[src/rtl/rxtag_pkg.sv]
// Package: shared encodings for the receive stream tagger.
// Assumes a 32-bit register data path and a two-bit entry kind field.
package rxtag_pkg;

    // Kind tag attached to every receive FIFO entry
    typedef enum logic [1:0] {
        KIND_DATA   = 2'd0,
        KIND_STATUS = 2'd1,
        KIND_STAMP  = 2'd2
    } entry_kind_t;

    // Register addresses
    localparam int unsigned ADDR_CTRL = 0;
    localparam int unsigned ADDR_SYNC = 1;

    // Control register bit positions
    localparam int unsigned CB_SER_RST  = 7;
    localparam int unsigned CB_CHAN_RST = 6;
    localparam int unsigned CB_STAT_EN  = 3;
    localparam int unsigned CB_TS_EN    = 2;
    localparam int unsigned CB_RXF_RST  = 1;
    localparam int unsigned CB_TXF_RST  = 0;

    localparam int unsigned REG_W  = 32;
    localparam int unsigned SYNC_W = 8;

endpackage

[src/rtl/rxtag_regs.sv]
// Module: control and sync-byte registers with self-clearing reset pulses.
// Every control write updates both enables; pulse bits are not stored and
// read as zero. Reads are combinational from the address.
module rxtag_regs
    import rxtag_pkg::*;
#(
    parameter int unsigned ADDR_W = 2
) (
    input  logic              clk,
    input  logic              rst_n,
    input  logic              reg_wr,
    input  logic [ADDR_W-1:0] reg_addr,
    input  logic [REG_W-1:0]  reg_wdata,
    output logic [REG_W-1:0]  reg_rdata,
    output logic              stat_en,
    output logic              ts_en,
    output logic [SYNC_W-1:0] sync_byte,
    output logic              ser_ctrl_rst,
    output logic              chan_rst,
    output logic              rx_fifo_rst,
    output logic              tx_fifo_rst
);

    logic wr_ctrl;
    logic wr_sync;

    // Decode register write targets
    always_comb begin
        wr_ctrl = reg_wr && (reg_addr == ADDR_W'(ADDR_CTRL));
        wr_sync = reg_wr && (reg_addr == ADDR_W'(ADDR_SYNC));
    end

    // Store enables and sync byte
    always_ff @(posedge clk) begin
        if (!rst_n) begin
            stat_en   <= 1'b0;
            ts_en     <= 1'b0;
            sync_byte <= '0;
        end else begin
            if (wr_ctrl) begin
                stat_en <= reg_wdata[CB_STAT_EN];
                ts_en   <= reg_wdata[CB_TS_EN];
            end
            if (wr_sync) begin
                sync_byte <= reg_wdata[SYNC_W-1:0];
            end
        end
    end

    // Generate one-cycle reset pulses from control writes
    always_ff @(posedge clk) begin
        if (!rst_n) begin
            ser_ctrl_rst <= 1'b0;
            chan_rst     <= 1'b0;
            rx_fifo_rst  <= 1'b0;
            tx_fifo_rst  <= 1'b0;
        end else begin
            ser_ctrl_rst <= wr_ctrl && reg_wdata[CB_SER_RST];
            chan_rst     <= wr_ctrl && reg_wdata[CB_CHAN_RST];
            rx_fifo_rst  <= wr_ctrl && reg_wdata[CB_RXF_RST];
            tx_fifo_rst  <= wr_ctrl && reg_wdata[CB_TXF_RST];
        end
    end

    // Read multiplexer; pulse and reserved bits return zero
    always_comb begin
        reg_rdata = '0;
        if (reg_addr == ADDR_W'(ADDR_CTRL)) begin
            reg_rdata[CB_STAT_EN] = stat_en;
            reg_rdata[CB_TS_EN]   = ts_en;
        end else if (reg_addr == ADDR_W'(ADDR_SYNC)) begin
            reg_rdata[SYNC_W-1:0] = sync_byte;
        end
    end

endmodule

[src/rtl/rxtag_tstamp.sv]
// Module: free-running timestamp counter.
// Zero in the first cycle after reset, wraps at 2^TS_W.
module rxtag_tstamp #(
    parameter int unsigned TS_W = 24
) (
    input  logic            clk,
    input  logic            rst_n,
    output logic [TS_W-1:0] count
);

    // Advance by one every cycle
    always_ff @(posedge clk) begin
        if (!rst_n) begin
            count <= '0;
        end else begin
            count <= count + 1'b1;
        end
    end

endmodule

[src/rtl/rxtag_seq.sv]
// Module: receive stream sequencer.
// Captures a word, its status, the timestamp and both enables at acceptance,
// then pushes data, optional status and optional timestamp, one per cycle.
// Assumes FIFO_W is at least DATA_W, STAT_W and TS_W.
module rxtag_seq
    import rxtag_pkg::*;
#(
    parameter int unsigned DATA_W = 16,
    parameter int unsigned STAT_W = 16,
    parameter int unsigned TS_W   = 24,
    parameter int unsigned FIFO_W = 32
) (
    input  logic              clk,
    input  logic              rst_n,
    input  logic              flush_seq,
    input  logic              block_in,
    input  logic              stat_en,
    input  logic              ts_en,
    input  logic [SYNC_W-1:0] sync_byte,
    input  logic [TS_W-1:0]   ts_now,
    input  logic              rx_valid,
    output logic              rx_ready,
    input  logic [DATA_W-1:0] rx_data,
    input  logic [STAT_W-1:0] rx_status,
    output logic              fifo_push,
    output logic [1:0]        fifo_kind,
    output logic [FIFO_W-1:0] fifo_data,
    output logic              sync_evt
);

    typedef enum logic [1:0] {ST_IDLE, ST_DATA, ST_STAT, ST_STAMP} seq_state_t;

    seq_state_t        state;
    logic [DATA_W-1:0] data_q;
    logic [STAT_W-1:0] stat_q;
    logic [TS_W-1:0]   ts_q;
    logic              stat_en_q;
    logic              ts_en_q;
    logic              accept;

    // Accept only when idle and no flush pulse is present
    always_comb begin
        rx_ready = (state == ST_IDLE);
        accept   = rx_valid && rx_ready && !block_in;
    end

    // Capture the word and its context at acceptance
    always_ff @(posedge clk) begin
        if (!rst_n) begin
            data_q    <= '0;
            stat_q    <= '0;
            ts_q      <= '0;
            stat_en_q <= 1'b0;
            ts_en_q   <= 1'b0;
        end else if (accept) begin
            data_q    <= rx_data;
            stat_q    <= rx_status;
            ts_q      <= ts_now;
            stat_en_q <= stat_en;
            ts_en_q   <= ts_en;
        end
    end

    // Step through the entries of one word
    always_ff @(posedge clk) begin
        if (!rst_n || flush_seq) begin
            state <= ST_IDLE;
        end else begin
            unique case (state)
                ST_IDLE:  if (accept) state <= ST_DATA;
                ST_DATA:  state <= stat_en_q ? ST_STAT : (ts_en_q ? ST_STAMP : ST_IDLE);
                ST_STAT:  state <= ts_en_q ? ST_STAMP : ST_IDLE;
                ST_STAMP: state <= ST_IDLE;
                default:  state <= ST_IDLE;
            endcase
        end
    end

    // Drive the FIFO entry and the sync match for the current state
    always_comb begin
        fifo_push = (state != ST_IDLE);
        fifo_kind = KIND_DATA;
        fifo_data = '0;
        sync_evt  = 1'b0;
        unique case (state)
            ST_DATA: begin
                fifo_kind = KIND_DATA;
                fifo_data = FIFO_W'(data_q);
                sync_evt  = (data_q[SYNC_W-1:0] == sync_byte);
            end
            ST_STAT: begin
                fifo_kind = KIND_STATUS;
                fifo_data = FIFO_W'(stat_q);
            end
            ST_STAMP: begin
                fifo_kind = KIND_STAMP;
                fifo_data = FIFO_W'(ts_q);
            end
            default: ;
        endcase
    end

endmodule

[src/rtl/rx_stream_tagger.sv]
// Module: top of the channel receive stream tagger.
// Connects the registers, the timestamp counter and the sequencer. A channel
// reset aborts a burst; channel and receive FIFO resets both block new words.
module rx_stream_tagger
    import rxtag_pkg::*;
#(
    parameter int unsigned ADDR_W = 2,
    parameter int unsigned DATA_W = 16,
    parameter int unsigned STAT_W = 16,
    parameter int unsigned TS_W   = 24,
    parameter int unsigned FIFO_W = 32
) (
    input  logic              clk,
    input  logic              rst_n,
    input  logic              reg_wr,
    input  logic [ADDR_W-1:0] reg_addr,
    input  logic [31:0]       reg_wdata,
    output logic [31:0]       reg_rdata,
    input  logic              rx_valid,
    output logic              rx_ready,
    input  logic [DATA_W-1:0] rx_data,
    input  logic [STAT_W-1:0] rx_status,
    output logic              fifo_push,
    output logic [1:0]        fifo_kind,
    output logic [FIFO_W-1:0] fifo_data,
    output logic              sync_evt,
    output logic              ser_ctrl_rst,
    output logic              chan_rst,
    output logic              rx_fifo_rst,
    output logic              tx_fifo_rst
);

    logic              stat_en;
    logic              ts_en;
    logic [SYNC_W-1:0] sync_byte;
    logic [TS_W-1:0]   ts_now;
    logic              block_in;

    // Combine the pulses that make incoming words be discarded
    always_comb block_in = chan_rst || rx_fifo_rst;

    rxtag_regs #(.ADDR_W(ADDR_W)) u_regs (
        .clk          (clk),
        .rst_n        (rst_n),
        .reg_wr       (reg_wr),
        .reg_addr     (reg_addr),
        .reg_wdata    (reg_wdata),
        .reg_rdata    (reg_rdata),
        .stat_en      (stat_en),
        .ts_en        (ts_en),
        .sync_byte    (sync_byte),
        .ser_ctrl_rst (ser_ctrl_rst),
        .chan_rst     (chan_rst),
        .rx_fifo_rst  (rx_fifo_rst),
        .tx_fifo_rst  (tx_fifo_rst)
    );

    rxtag_tstamp #(.TS_W(TS_W)) u_tstamp (
        .clk   (clk),
        .rst_n (rst_n),
        .count (ts_now)
    );

    rxtag_seq #(
        .DATA_W (DATA_W),
        .STAT_W (STAT_W),
        .TS_W   (TS_W),
        .FIFO_W (FIFO_W)
    ) u_seq (
        .clk       (clk),
        .rst_n     (rst_n),
        .flush_seq (chan_rst),
        .block_in  (block_in),
        .stat_en   (stat_en),
        .ts_en     (ts_en),
        .sync_byte (sync_byte),
        .ts_now    (ts_now),
        .rx_valid  (rx_valid),
        .rx_ready  (rx_ready),
        .rx_data   (rx_data),
        .rx_status (rx_status),
        .fifo_push (fifo_push),
        .fifo_kind (fifo_kind),
        .fifo_data (fifo_data),
        .sync_evt  (sync_evt)
    );

endmodule

[config.mk]
export PLATFORM = sky130hd
export DESIGN_NAME = rx_stream_tagger
export DESIGN_NICKNAME = d
export VERILOG_FILES = /design/src/rtl/rxtag_pkg.sv /design/src/rtl/rxtag_regs.sv /design/src/rtl/rxtag_tstamp.sv /design/src/rtl/rxtag_seq.sv /design/src/rtl/rx_stream_tagger.sv
export SDC_FILE = /design/constraint.sdc
export NUM_CORES = 1
export LEC_CHECK = 0
export ABC_AREA = 1
export BUFFER_PORTS_ARGS = -buffer_cell sky130_fd_sc_hd__buf_2
export CAP_MARGIN = 20
export CORE_UTILIZATION = 30
export DETAILED_ROUTE_END_ITERATION = 7
export PLACE_DENSITY = 0.53
export SYNTH_ARGS = -nofsm -noshare
export SYNTH_HDL_FRONTEND = slang
export SYNTH_SLANG_ARGS = --single-unit
[constraint.sdc]
create_clock -name clk -period 1.6 [get_ports clk]
set_input_delay 0.08 -clock clk [delete_from_list [all_inputs] [get_ports clk]]
set_output_delay 0.08 -clock clk [all_outputs]
set_load 0.01 [all_outputs]
==> flow_summary.toml <==
[status]
status = "complete, no violations"

[grt]
gr-total-overflow = 0
antenna_found_initial = 0
grt.total_usage_pct = 14.4
grt_pass1_vias = 3557
grt_max_degree = 69
grt_pass1_wl_um = 17100

[drt]
wl_um = 10800
firstDrtPassIters = 4
wl_per_cell_um = 12.2
drc = 0
ant_nets = 0
vias_per_cell = 4.57
drt_iter0_drc = 256
num_vias = 4039

[floorplan]
start_util_pct = 30.7
die_area_um2 = 15400
rows = 44
io_pins = 143
die_h_um = 124
core_region_area_um2 = 14500
fp.dieW_um = 124

[run]
cap_violations = 0

[yosys]
ys_warn_count = 0
synth_area_leaders = "dfxtp_1 (44%), a21oi_1 (9.0%), o21ai_0 (8.7%)"
ys_types = 30
synth_common_cells = "dfxtp_1 (98), inv_1 (84), a21oi_1 (80), o21ai_0 (78)"
synth.cell_area_um2 = 4470
synth-async-reset-ratio_pct = 0
synthFlopType = "dfxtp_1"
syn_area_per_cell_um2 = 7.34
synth_most_common_cell = "dfxtp_1"
netlist_instances = 609
yosysSeqAreaShare_pct = 43.9
yosys.area.top_type = "dfxtp_1"
yosys_register_bits = 98
yosysTopAreaCellShare_pct = 43.9
synth-edff-count = 0

[critical_path]
worstSetupStartpointType = "flip-flop"
criticalPathCategory = "flip-flop to primary output"
cp_max_fo = 8
crit_path_end_kind = "primary output"
crit_arrival_ns = 1.43
critical_path_required_ns = 1.52

[cts]
path_clk_slew_ns = 0.07
numCtsBuffers = 9
clock_path_buffers = 2
clkSinkCount = 98
cts-root-buf = "clkbuf_16"
cts.htree.levels = 3
clkLatencyLatePin_ns = 0.35
cts_tree = "yes"

[cells_and_area]
areaGrowthSynthToFinish_pct = 20.4
drive_gt1_share_pct = 18.5
antenna_cells = 0
final_cells = 883
fin_nets = 765

[sta]
setup_violations = 0
clock.fmax_mhz = 661
fin_skew_ns = 0.00942
final_hold_viol_count = 0
hold_ws_ns = 0.0148
period_share_pct = 94.6
slew_viol_final = 0
period_needed_ns = 1.51

[power_and_ir_drop]
ir_worst_vdd_v = 0.000472
leakage_nw = 2.23
powerDensity_nw_per_um2 = 1090

[placed_design]
dp_cells = 860
port_buffers = 86
routabilityCongestion = 0.810
hpwl_um = 7810

[min_path]
holdCritPathClass = "primary input to flip-flop"
## power by group
part	switching (mW)	internal, mW	leakage (nW)
Sequential	0.0938	2.65	0.805
Clock	0.911	1.29	0.145
Combinational	0.566	0.342	1.28
Total	1.57	4.29	2.23
## cell families (layout without fill, tap and decap cells)
kind of cell | Yosys count | in the layout | share of synthesized area [%]
compound gates | 182 | 182 | 22.1
simple gates | 177 | 177 | 16.9
buf+inv | 145 | 204 | 15.8
flops | 98 | 98 | 43.9
xor+xnor | 5 | 5 | 0.980
fa+ha+maj | 1 | 1 | 0.280
other cells | 1 | 32 | 0.0839
## routing by layer
metal / wire [um] / share of wire (%) / GRT usage (%) / vias up
met5: 0 / 0 / 0 / -
met1: 5170 / 48 / 19.4 / 1826
met4: 175 / 1.6 / 5.88 / 0
met2: 4850 / 45 / 22.5 / 116
met3: 572 / 5.3 / 2.66 / 11
li1: - / - / - / 2086
## worst paths after layout
| kind | start | to | slack (ns) | depth (start not counted) |
|---|---|---|---|---|
| max | u_seq.state[0] | fifo_data[0] | 0.09 | 6 |
| min | rx_status[14] | u_seq.stat_q[14] | 0.01 | 3 |
| max reg2reg | u_seq.state[0] | u_seq.data_q[11] | 0.10 | 6 |
| min reg2reg | u_seq.data_q[10] | u_seq.data_q[10] | 0.44 | 2 |
## sequential cells by signal, summed over array words and instances (netlist names)
register             flops
u_seq.stat_q            16
u_regs.chan_rst          1
u_regs.tx_fifo_rst       1
u_seq.ts_q              24
u_regs.stat_en           1
u_regs.rx_fifo_rst       1
u_seq.ts_en_q            1
u_regs.ser_ctrl_rst      1
u_regs.ts_en             1
u_seq.state              2
u_seq.data_q            16
u_regs.sync_byte         8
u_tstamp.count          24
u_seq.stat_en_q          1
## through the flow
stage	power, mW	TNS (ns)	instance area (um2)	setup slack [ns]	util (%)
floorplan	3.43	0	4580	0.289	-
global placement	3.63	0	4970	0.202	34.2
detailed placement	3.65	0	4970	0.182	34.2
CTS	5.90	0	5350	0.0160	36.8
global route	6.17	-0.00442	5380	-0.00442	37.0
finish	5.86	0	5380	0.0861	37.0
## area by class of cell
type,instances,area [um2]
clock buffers,12,256
flip-flops and latches,98,1970
well taps,184,230
inverters,84,315
repair buffers,104,627
fillers,1504,9150
clock inverters,4,50.0
multi-input cells,397,1930
## critical path: stages, from the launching register on
cell and delay, ns:
dfxtp_4 0.36, inv_2 0.05, nor2_4 0.19, buf_6 0.17, nand2_1 0.06, o221ai_1 0.08
buf_2 0.18
## placed cells by master, fill, tap and decap left out, types with 5 or more instances in the layout
| cell | count |
|---|---|
| buf_4 | 7 |
| nand3_1 | 11 |
| inv_1 | 83 |
| clkbuf_16 | 9 |
| conb_1 | 32 |
| nor2_4 | 5 |
| dlygate4sd3_1 | 5 |
| o22ai_1 | 5 |
| nand2_1 | 74 |
| o221ai_1 | 14 |
| dfxtp_1 | 96 |
| o21ai_0 | 78 |
| a21oi_1 | 80 |
| nand4_1 | 5 |
| nor2_1 | 74 |
| buf_2 | 86 |
## what timing repair did
action / in CTS / in global routing
endpoints found under the hold margin: 5 / 0
pin swaps: 0 / 1
setup endpoints to repair: 16 / 16
hold buffers: 5 / 0
resized for setup: 5 / 6
setup buffers: 0 / 1
gates cloned: 1 / 0
No activity file was read; power rests on OpenSTA's default activity.
